--- src/rtl/tmr_pkg.sv ---
`timescale 1ns/1ps
package tmr_pkg;

    typedef enum logic [1:0] {
        REG_DIV = 2'd0,
        REG_CNT = 2'd1,
        REG_RLD = 2'd2,
        REG_CTL = 2'd3
    } reg_sel_e;

    typedef struct packed {
        logic     hit;
        reg_sel_e sel;
    } reg_dec_t;

    // log2 of the counter period for a 2-bit select: 0->10, 1->4, 2->6, 3->8
    function automatic int unsigned period_log(input logic [1:0] s);
        return (s == 2'd0) ? 32'd10 : (32'd2 + 32'd2 * 32'(s));
    endfunction

endpackage

--- src/rtl/tmr_divider.sv ---
`timescale 1ns/1ps
module tmr_divider #(
    parameter int DATA_W  = 8,
    parameter int SUB_W   = 16,
    parameter int DIV_LOG = 8
) (
    input  logic              clk,
    input  logic              rst_n,
    input  logic              tick,
    input  logic              clr,
    output logic [DATA_W-1:0] div_q
);
    localparam logic [SUB_W-1:0] SUB_LAST = SUB_W'((32'd1 << DIV_LOG) - 32'd1);

    logic [SUB_W-1:0] sub_q;
    logic             step;

    assign step = tick && (sub_q == SUB_LAST);

    always_ff @(posedge clk or negedge rst_n) begin
        if (!rst_n) begin
            sub_q <= '0;
        end else if (tick) begin
            sub_q <= step ? '0 : sub_q + SUB_W'(1);
        end
    end

    always_ff @(posedge clk or negedge rst_n) begin
        if (!rst_n) begin
            div_q <= '0;
        end else if (clr) begin
            div_q <= '0;
        end else if (step) begin
            div_q <= div_q + DATA_W'(1);
        end
    end


    div_clear_chk: assert property (@(posedge clk) disable iff (!rst_n)
        clr |=> (div_q == '0));


    div_hold_chk: assert property (@(posedge clk) disable iff (!rst_n)
        (!clr && !step) |=> $stable(div_q));


    div_sub_idle_chk: assert property (@(posedge clk) disable iff (!rst_n)
        !tick |=> $stable(sub_q));

endmodule

--- src/rtl/tmr_counter.sv ---
`timescale 1ns/1ps
module tmr_counter
    import tmr_pkg::*;
#(
    parameter int DATA_W = 8,
    parameter int PSC_W  = 11
) (
    input  logic              clk,
    input  logic              rst_n,
    input  logic              tick,
    input  logic              en,
    input  logic [1:0]        psel,
    input  logic              ld,
    input  logic [DATA_W-1:0] ld_val,
    input  logic [DATA_W-1:0] reload,
    input  logic              ack,
    output logic [DATA_W-1:0] cnt_q,
    output logic              irq_q
);
    logic [PSC_W-1:0] psc_q;
    logic [PSC_W-1:0] last_v;
    logic             fire;
    logic             wrap;

    assign last_v = PSC_W'((32'd1 << period_log(psel)) - 32'd1);
    assign fire   = en && tick && (psc_q >= last_v);
    assign wrap   = fire && (&cnt_q);

    always_ff @(posedge clk or negedge rst_n) begin
        if (!rst_n) begin
            psc_q <= '0;
        end else if (en && tick) begin
            psc_q <= fire ? '0 : psc_q + PSC_W'(1);
        end
    end

    always_ff @(posedge clk or negedge rst_n) begin
        if (!rst_n) begin
            cnt_q <= '0;
        end else if (ld) begin
            cnt_q <= ld_val;
        end else if (fire) begin
            cnt_q <= wrap ? reload : cnt_q + DATA_W'(1);
        end
    end

    always_ff @(posedge clk or negedge rst_n) begin
        if (!rst_n) begin
            irq_q <= 1'b0;
        end else if (wrap) begin
            irq_q <= 1'b1;
        end else if (ack) begin
            irq_q <= 1'b0;
        end
    end


    psc_hold_chk: assert property (@(posedge clk) disable iff (!rst_n)
        !(en && tick) |=> $stable(psc_q));


    reload_chk: assert property (@(posedge clk) disable iff (!rst_n)
        (wrap && !ld) |=> (cnt_q == $past(reload)));


    irq_sticky_chk: assert property (@(posedge clk) disable iff (!rst_n)
        (irq_q && !ack) |=> irq_q);


    store_wins_chk: assert property (@(posedge clk) disable iff (!rst_n)
        ld |=> (cnt_q == $past(ld_val)));


    cnt_idle_chk: assert property (@(posedge clk) disable iff (!rst_n)
        (!ld && !fire) |=> $stable(cnt_q));

endmodule

--- src/rtl/prescaled_timer.sv ---
`timescale 1ns/1ps
module prescaled_timer
    import tmr_pkg::*;
#(
    parameter int              ADDR_W    = 16,
    parameter int              DATA_W    = 8,
    parameter logic [15:0]     BASE_ADDR = 16'hFF04,
    parameter int              SUB_W     = 16,
    parameter int              DIV_LOG   = 8,
    parameter int              PSC_W     = 11
) (
    input  logic              clk,
    input  logic              rst_n,
    input  logic              tick,
    input  logic [ADDR_W-1:0] bus_addr,
    input  logic              bus_wr,
    input  logic [DATA_W-1:0] bus_wdata,
    output logic [DATA_W-1:0] bus_rdata,
    input  logic              irq_ack,
    output logic              irq_flag
);
    localparam int CTL_W = 3;
    localparam logic [ADDR_W-1:0] BASE = ADDR_W'(BASE_ADDR);

    reg_dec_t          dec;
    logic [CTL_W-1:0]  ctl_q;
    logic [DATA_W-1:0] rld_q;
    logic [DATA_W-1:0] div_v;
    logic [DATA_W-1:0] cnt_v;
    logic              wr_div, wr_cnt, wr_rld, wr_ctl;

    always_comb begin
        dec.hit = (bus_addr[ADDR_W-1:2] == BASE[ADDR_W-1:2]);
        dec.sel = reg_sel_e'(bus_addr[1:0]);
    end

    assign wr_div = bus_wr && dec.hit && (dec.sel == REG_DIV);
    assign wr_cnt = bus_wr && dec.hit && (dec.sel == REG_CNT);
    assign wr_rld = bus_wr && dec.hit && (dec.sel == REG_RLD);
    assign wr_ctl = bus_wr && dec.hit && (dec.sel == REG_CTL);

    always_ff @(posedge clk or negedge rst_n) begin
        if (!rst_n) begin
            ctl_q <= '0;
            rld_q <= '0;
        end else begin
            if (wr_ctl) ctl_q <= bus_wdata[CTL_W-1:0];
            if (wr_rld) rld_q <= bus_wdata;
        end
    end

    tmr_divider #(
        .DATA_W (DATA_W),
        .SUB_W  (SUB_W),
        .DIV_LOG(DIV_LOG)
    ) u_divider (
        .clk  (clk),
        .rst_n(rst_n),
        .tick (tick),
        .clr  (wr_div),
        .div_q(div_v)
    );

    tmr_counter #(
        .DATA_W(DATA_W),
        .PSC_W (PSC_W)
    ) u_counter (
        .clk   (clk),
        .rst_n (rst_n),
        .tick  (tick),
        .en    (ctl_q[2]),
        .psel  (ctl_q[1:0]),
        .ld    (wr_cnt),
        .ld_val(bus_wdata),
        .reload(rld_q),
        .ack   (irq_ack),
        .cnt_q (cnt_v),
        .irq_q (irq_flag)
    );

    always_comb begin
        bus_rdata = '1;
        if (dec.hit) begin
            unique case (dec.sel)
                REG_DIV: bus_rdata = div_v;
                REG_CNT: bus_rdata = cnt_v;
                REG_RLD: bus_rdata = rld_q;
                REG_CTL: bus_rdata = {{(DATA_W-CTL_W){1'b1}}, ctl_q};
            endcase
        end
    end


    ctl_read_chk: assert property (@(posedge clk) disable iff (!rst_n)
        (dec.hit && dec.sel == REG_CTL) |-> (bus_rdata[DATA_W-1:CTL_W] == '1));


    unmapped_read_chk: assert property (@(posedge clk) disable iff (!rst_n)
        !dec.hit |-> (bus_rdata == '1));


    rld_store_chk: assert property (@(posedge clk) disable iff (!rst_n)
        wr_rld |=> (rld_q == $past(bus_wdata)));

endmodule

--- config.mk ---
export PLATFORM = sky130hd
export DESIGN_NAME = prescaled_timer
export DESIGN_NICKNAME = d
export VERILOG_FILES = /design/src/rtl/tmr_pkg.sv /design/src/rtl/tmr_divider.sv /design/src/rtl/tmr_counter.sv /design/src/rtl/prescaled_timer.sv
export SDC_FILE = /design/constraint.sdc
export NUM_CORES = 1
export LEC_CHECK = 0
export BUFFER_PORTS_ARGS = -buffer_cell sky130_fd_sc_hd__buf_4
export CORE_MARGIN = 2
export CORE_UTILIZATION = 45
export DETAILED_ROUTE_END_ITERATION = 8
export PLACE_DENSITY = 0.71
export SYNTH_ARGS = -nofsm -noshare
export SYNTH_HDL_FRONTEND = slang
export SYNTH_SLANG_ARGS = --single-unit
--- constraint.sdc ---
create_clock -name clk -period 5 [get_ports clk]
set_input_delay 0.5 -clock clk [delete_from_list [all_inputs] [get_ports clk]]
set_output_delay 0.5 -clock clk [all_outputs]
set_load 0.03 [all_outputs]
==> results.yml, run 1 <==
status:
  status: "completed"
synthesis:
  synth_edf_count: 0
  ys_types: 46
  synthArstFlopShare_pct: 100.0
  ys_seq_area_share_pct: 41.24
  yosysTopAreaCellShare_pct: 41.24
  synth_ff_type: "dfrtp_1"
  avgSynthCellArea_sq_um: 9.844
  synth_seq_cells: 55
  synth.cell_area_sq_um: 3337
  yosysWarnings: 0
  synth_fp_nets: 388
  synth_area_leaders: "dfrtp_1 41%, ha_1 7.5%, xor2_1 5.2%"
  synthCells: 339
  yosysTopAreaCell: "dfrtp_1"
power_and_ir_drop:
  p_leak_nw: 1.844
  comb_power_share_pct: 8.4
  p_int_uw: 614.4
  switching_power_uw: 210.2
  swShare_pct: 25.49
  irDropWorstVdd_mv: 0.1293
  seqPwrFrac_pct: 58.9
  powerDensity_nw_per_um2: 217.4
  clockPowerShare_pct: 32.7
floorplan:
  core_area_sq_um: 7214
  pin_count: 38
  chipHeight_um: 90.11
  die-area_sq_um: 8120
  die_w_um: 90.11
  initial_utilization_pct: 46.25
  fp-row-count: 31
grt:
  grt_pass1_vias: 2539
  gr-usage-all-layers_pct: 18.32
  grt_pass1_wl_mm: 12.16
  grt_max_degree: 56
  overflow: 0
  antenna_found_initial: 0
sta:
  layout_setup_ws_ns: 1.543
  fin_crit_ns: 3.457
  min_period_over_period_pct: 69.15
  hold_viol: 0
  drv_slew: 0
  slew_headroom_pct: 42.14
  fin_worst_skew_ns: 0.008205
  tightestPinTransition_ns: 0.8679
  setup_tns_ns: 0
  timing.fmax_ghz: 0.2892
  setup_viol: 0
  rsz0062_at_grt: "false"
routing:
  drt_iter0_drc: 103
  firstDrtPassIters: 4
  via_per_inst: 5.430
  drc_errors: 0
  wl_per_cell_um: 15.00
  vias: 2574
  drt-total-wl_mm: 7.110
  antenna_left: 0
clocking:
  cts_hold_buf: 0
  cts.sinks: 55
  htree_levels: 2
  cts_tree: "done"
  cts_setup_buffers: 0
  worst_skew_pair.late_latency_ns: 0.31
  numCtsBuffers: 5
  cts_resized: 0
  cts.clk_slew.worst_paths_ns: 0.11
  root_buffer: "clkbuf_8"
  clock_path_buffers: 2
place:
  numPortBuffers: 37
  routabilityCongestion: 0.8362
  placed_cell_area_sq_um: 3697
  hpwl_mm: 5.230
  dp.cells: 466
  dpl_worst_slack_ns: 1.515
layout:
  final_common_cell: "dfrtp_1"
  num_antenna_cells: 0
  instances_no_fill: 474
  final_cell_mix: "55 x dfrtp_1, 38 x nand2_1, 38 x buf_4"
  syn2layout_area_growth_pct: 13.65
  design_area_sq_um: 3792
  drive_above_1_share_pct: 17.87
  fillers: 665
  final_net_count: 423
worst_hold_path:
  hp-class: "in2async"
setup_path:
  start_kind: "flop"
  cp-end-kind: "flop"
  required_ns: 5.21
  critPathKind: "reg2reg"
  arrival_ns: 3.67
  cp_max_fo: 21
job:
  cap_violations: 0
## per-stage QoR
stage                     hold slack, ns  total power, mW  utilization (%)
after global routing              0.2906           0.8571            52.57
after CTS                         0.2614           0.8307            52.57
after global placement            0.4729           0.5604            51.25
after floorplan                   0.2044           0.5250                -
final                             0.2217           0.8246            52.57
after detailed placement          0.4748           0.5644            51.25
## per-layer routing
metal  share of wire [%]  GRT usage [%]
met1                  46          24.67
met3                 4.7          2.598
met5                   0              0
met2                  48          31.14
met4                 1.1          4.744
## cell usage after synthesis, types with 2 or more instances
master and number:
nand2_1 38, a22o_1 3, a2111oi_4 2, dfrtp_1 55, mux2_1 3, nor2_1 30, and3_1 9, and4_1 4
o31ai_1 2, mux2_2 14, ha_1 20, nand2b_1 10, nand3_1 13, and2_1 4, nor3_1 5, nand4_1 14
a21oi_1 11, o21ai_0 7, inv_1 11, a21o_1 3, buf_2 3, a221oi_1 2, mux4_2 3, a31oi_1 4
xnor2_1 12, nor4_1 2, xor2_1 20, clkbuf_1 6, o211ai_1 2, o22ai_1 6, or2_1 2, nand4b_1 3
nor2b_1 3
## layout make-up
class	instances	area, sq um	share of cell area (%)
sequential	55	1376	36.29
inverter	11	41.29	1.089
multi-input combinational	263	1871	49.32
tap	99	123.9	3.266
clock inverter	1	8.758	0.2309
timing repair buffer	38	285.3	7.522
clock buffer	7	86.33	2.276
## flip-flops by register name (all words and copies together) (netlist names)
register and flops:
u_divider.div_q 8, rld_q 8, u_counter.irq_q 1, u_counter.cnt_q 8
ctl_q 3, u_divider.sub_q 16, u_counter.psc_q 11
## worst max-delay path, stage by stage (launching register included)
cell	delay [ns]
dfrtp_1	0.45
inv_1	0.10
ha_1	0.39
nand2_1	0.09
ha_1	0.30
ha_1	0.28
o2111ai_1	0.16
a2111oi_4	0.38
a2111oi_4	0.09
a21oi_2	0.69
a21boi_1	0.13
o31a_1	0.30
## worst paths after layout
kind,from,end,slack (ns),cells after the start
setup / recovery,ctl_q[0]$_DFFE_PN0P_,u_counter.cnt_q[0]$_DFFE_PN0P_,1.54,11
hold / removal,rst_n,u_divider.sub_q[0]$_DFFE_PN0P_,0.22,1
setup reg to reg,ctl_q[0]$_DFFE_PN0P_,u_counter.cnt_q[0]$_DFFE_PN0P_,1.54,11
hold reg to reg,u_divider.sub_q[15]$_DFFE_PN0P_,u_divider.sub_q[15]$_DFFE_PN0P_,0.49,1
max in group asynchronous,rst_n,u_counter.psc_q[3]$_DFFE_PN0P_,4.30,1
min in group clk,irq_ack,u_counter.irq_q$_DFFE_PN0P_,0.37,2
## kinds of logic (layout without fill, tap and decap cells)
kind of cell    Yosys count  count (layout)  share of synthesized area [%]
fa+ha+maj                20              20                          7.499
simple gates            142             142                          21.60
buf+inv                  21              57                          2.699
compound gates           48              48                          10.50
xor+xnor                 32              32                          8.399
mux                      21              21                          8.061
flops                    55              55                          41.24
## power groups by stage
stage	registers (mW)	clock network, mW	logic [mW]
after global routing	0.489	0.289	0.0795
final	0.486	0.270	0.0693
after CTS	0.486	0.274	0.0706
after detailed placement	0.494	0	0.0702
after global placement	0.493	0	0.0678
after floorplan	0.489	0	0.0356
No activity file was read; power rests on OpenSTA's default activity.
==> run 2: changes to the inputs <==
PLACE_DENSITY = 0.73   (was 0.71)
clock period = 3.05 ns   (was 5 ns; I/O delays follow)
==> results.yml, run 2 (synthesized netlist as in run 1, its figures left out) <==
status:
  status: "completed"
routing:
  vias: 2639
  drt_iter0_drc: 97
  drc_errors: 0
  firstDrtPassIters: 4
  via_per_inst: 5.441
  antenna_left: 0
  wl_per_cell_um: 15.28
  drt-total-wl_mm: 7.413
setup_path:
  cp-end-kind: "flop"
  cp_max_fo: 6
  slowest_stage: "a2111oi_4"
  slowest_delay_ns: 0.52
  critPathKind: "reg2reg"
  arrival_ns: 3.17
  start_kind: "flop"
  required_ns: 3.26
  crit_family: "compound AO/OA/AOI/OAI gates"
  worstPathCellList: "inv_2 > ha_4 > nand2_1 > ha_1 > ha_4 > o2111ai_2 > a2111oi_4 > a2111oi_4 > a21oi_4 > or2_1 > a22o_1"
  critPathBufInv: 1
sta:
  hold_viol: 0
  setup_viol: 0
  timing.fmax_ghz: 0.3384
  drv_slew: 0
  tightestPinTransition_ns: 0.8721
  fin_crit_ns: 2.955
  fin_worst_skew_ns: 0.007762
  slew_headroom_pct: 41.41
  layout_setup_ws_ns: 0.09476
  min_period_over_period_pct: 96.89
  hold-worst-slack_ns: 0.03432
layout:
  drive_above_1_share_pct: 21.76
  num_antenna_cells: 0
  largest_reg_flops: 16
  syn2layout_area_growth_pct: 17.66
  final_net_count: 434
  final_common_cell: "dfrtp_1"
  final_cell_mix: "55 x dfrtp_1, 48 x buf_4, 37 x nand2_1"
  reg.largest.list: "u_divider.sub_q: 16 flops, u_counter.psc_q: 11 flops"
  postLayoutCoreUtil_pct: 54.42
  top_register: "u_divider.sub_q"
  design_area_sq_um: 3926
grt:
  antenna_found_initial: 0
  grt_max_degree: 56
  overflow: 0
  grt_pass1_wl_mm: 12.18
  grt_pass1_vias: 2551
  gr-usage-all-layers_pct: 18.18
power_and_ir_drop:
  powerDensity_nw_per_um2: 348.6
  p_leak_nw: 1.895
  irDropWorstVdd_mv: 0.1794
floorplan:
  pin_count: 38
  die_w_um: 90.11
  initial_utilization_pct: 46.25
  chipHeight_um: 90.11
  core_area_sq_um: 7214
  fp-row-count: 31
  die-area_sq_um: 8120
place:
  dpl_worst_slack_ns: -0.05832
  placed_cell_area_sq_um: 3720
  numPortBuffers: 37
  hpwl_mm: 5.195
  routabilityCongestion: 0.8646
clocking:
  numCtsBuffers: 5
  worst_skew_pair.late_latency_ns: 0.31
  cts_tree: "done"
  clock_path_buffers: 2
  cts.sinks: 55
  cts_hold_buf: 0
  cts.clk_slew.worst_paths_ns: 0.10
  root_buffer: "clkbuf_8"
  htree_levels: 2
job:
  cap_violations: 0
worst_hold_path:
  hp-class: "in2async"
-- run 2: final timing paths --
kind | startpoint | endpoint | slack, ns | cells past startpoint
max reg2reg | ctl_q[1]$_DFFE_PN0P_ | u_counter.cnt_q[7]$_DFFE_PN0P_ | 0.09 | 11
min | rst_n | u_divider.sub_q[9]$_DFFE_PN0P_ | 0.03 | 1
min reg2reg | u_divider.sub_q[15]$_DFFE_PN0P_ | u_divider.sub_q[15]$_DFFE_PN0P_ | 0.48 | 1
max | ctl_q[1]$_DFFE_PN0P_ | u_counter.cnt_q[7]$_DFFE_PN0P_ | 0.09 | 11
min in group clk | irq_ack | u_counter.irq_q$_DFFE_PN0P_ | 0.16 | 2
max in group asynchronous | rst_n | u_counter.psc_q[10]$_DFFE_PN0P_ | 2.54 | 1
-- run 2: per-layer routing --
layer  global-route usage, %  routed length (um)  up-vias
met5                       0                   0        -
met4                   5.385                  97        0
met3                   2.850                 237        9
met2                   30.01                3608       51
met1                   24.81                3469     1276
li1                        -                   -     1303
-- run 2: through the flow --
step | power [mW] | std cells | setup TNS [ns]
after floorplan | 0.8606 | 339 | 0
after global placement | 0.9183 | 469 | 0
after detailed placement | 0.9262 | 469 | -0.08206
after CTS | 1.380 | 477 | 0
after global routing | 1.428 | 485 | -0.05716
final | 1.369 | 485 | 0
-- run 2: power by group --
part	switching [mW]	total, mW	internal, mW
clock	0.252	0.459	0.207
sequential	0.0331	0.796	0.763
combinational	0.0567	0.114	0.0571
total	0.341	1.37	1.03
-- run 2: cell type report --
cell class | instances | area, sq um
tap | 99 | 123.9
fill | 667 | 3288
multi-input combinational | 264 | 1921
sequential | 55 | 1376
timing repair buffer | 48 | 360.3
inverter | 11 | 41.29
clock inverter | 1 | 7.507
clock buffer | 7 | 96.34
-- run 2: repair_timing --
item,in CTS,in global routing
resized for setup,1,6
endpoints found under the setup margin,5,7
cloned,0,1
hold endpoints to repair,0,0
pin swaps,0,6
setup buffers,0,7
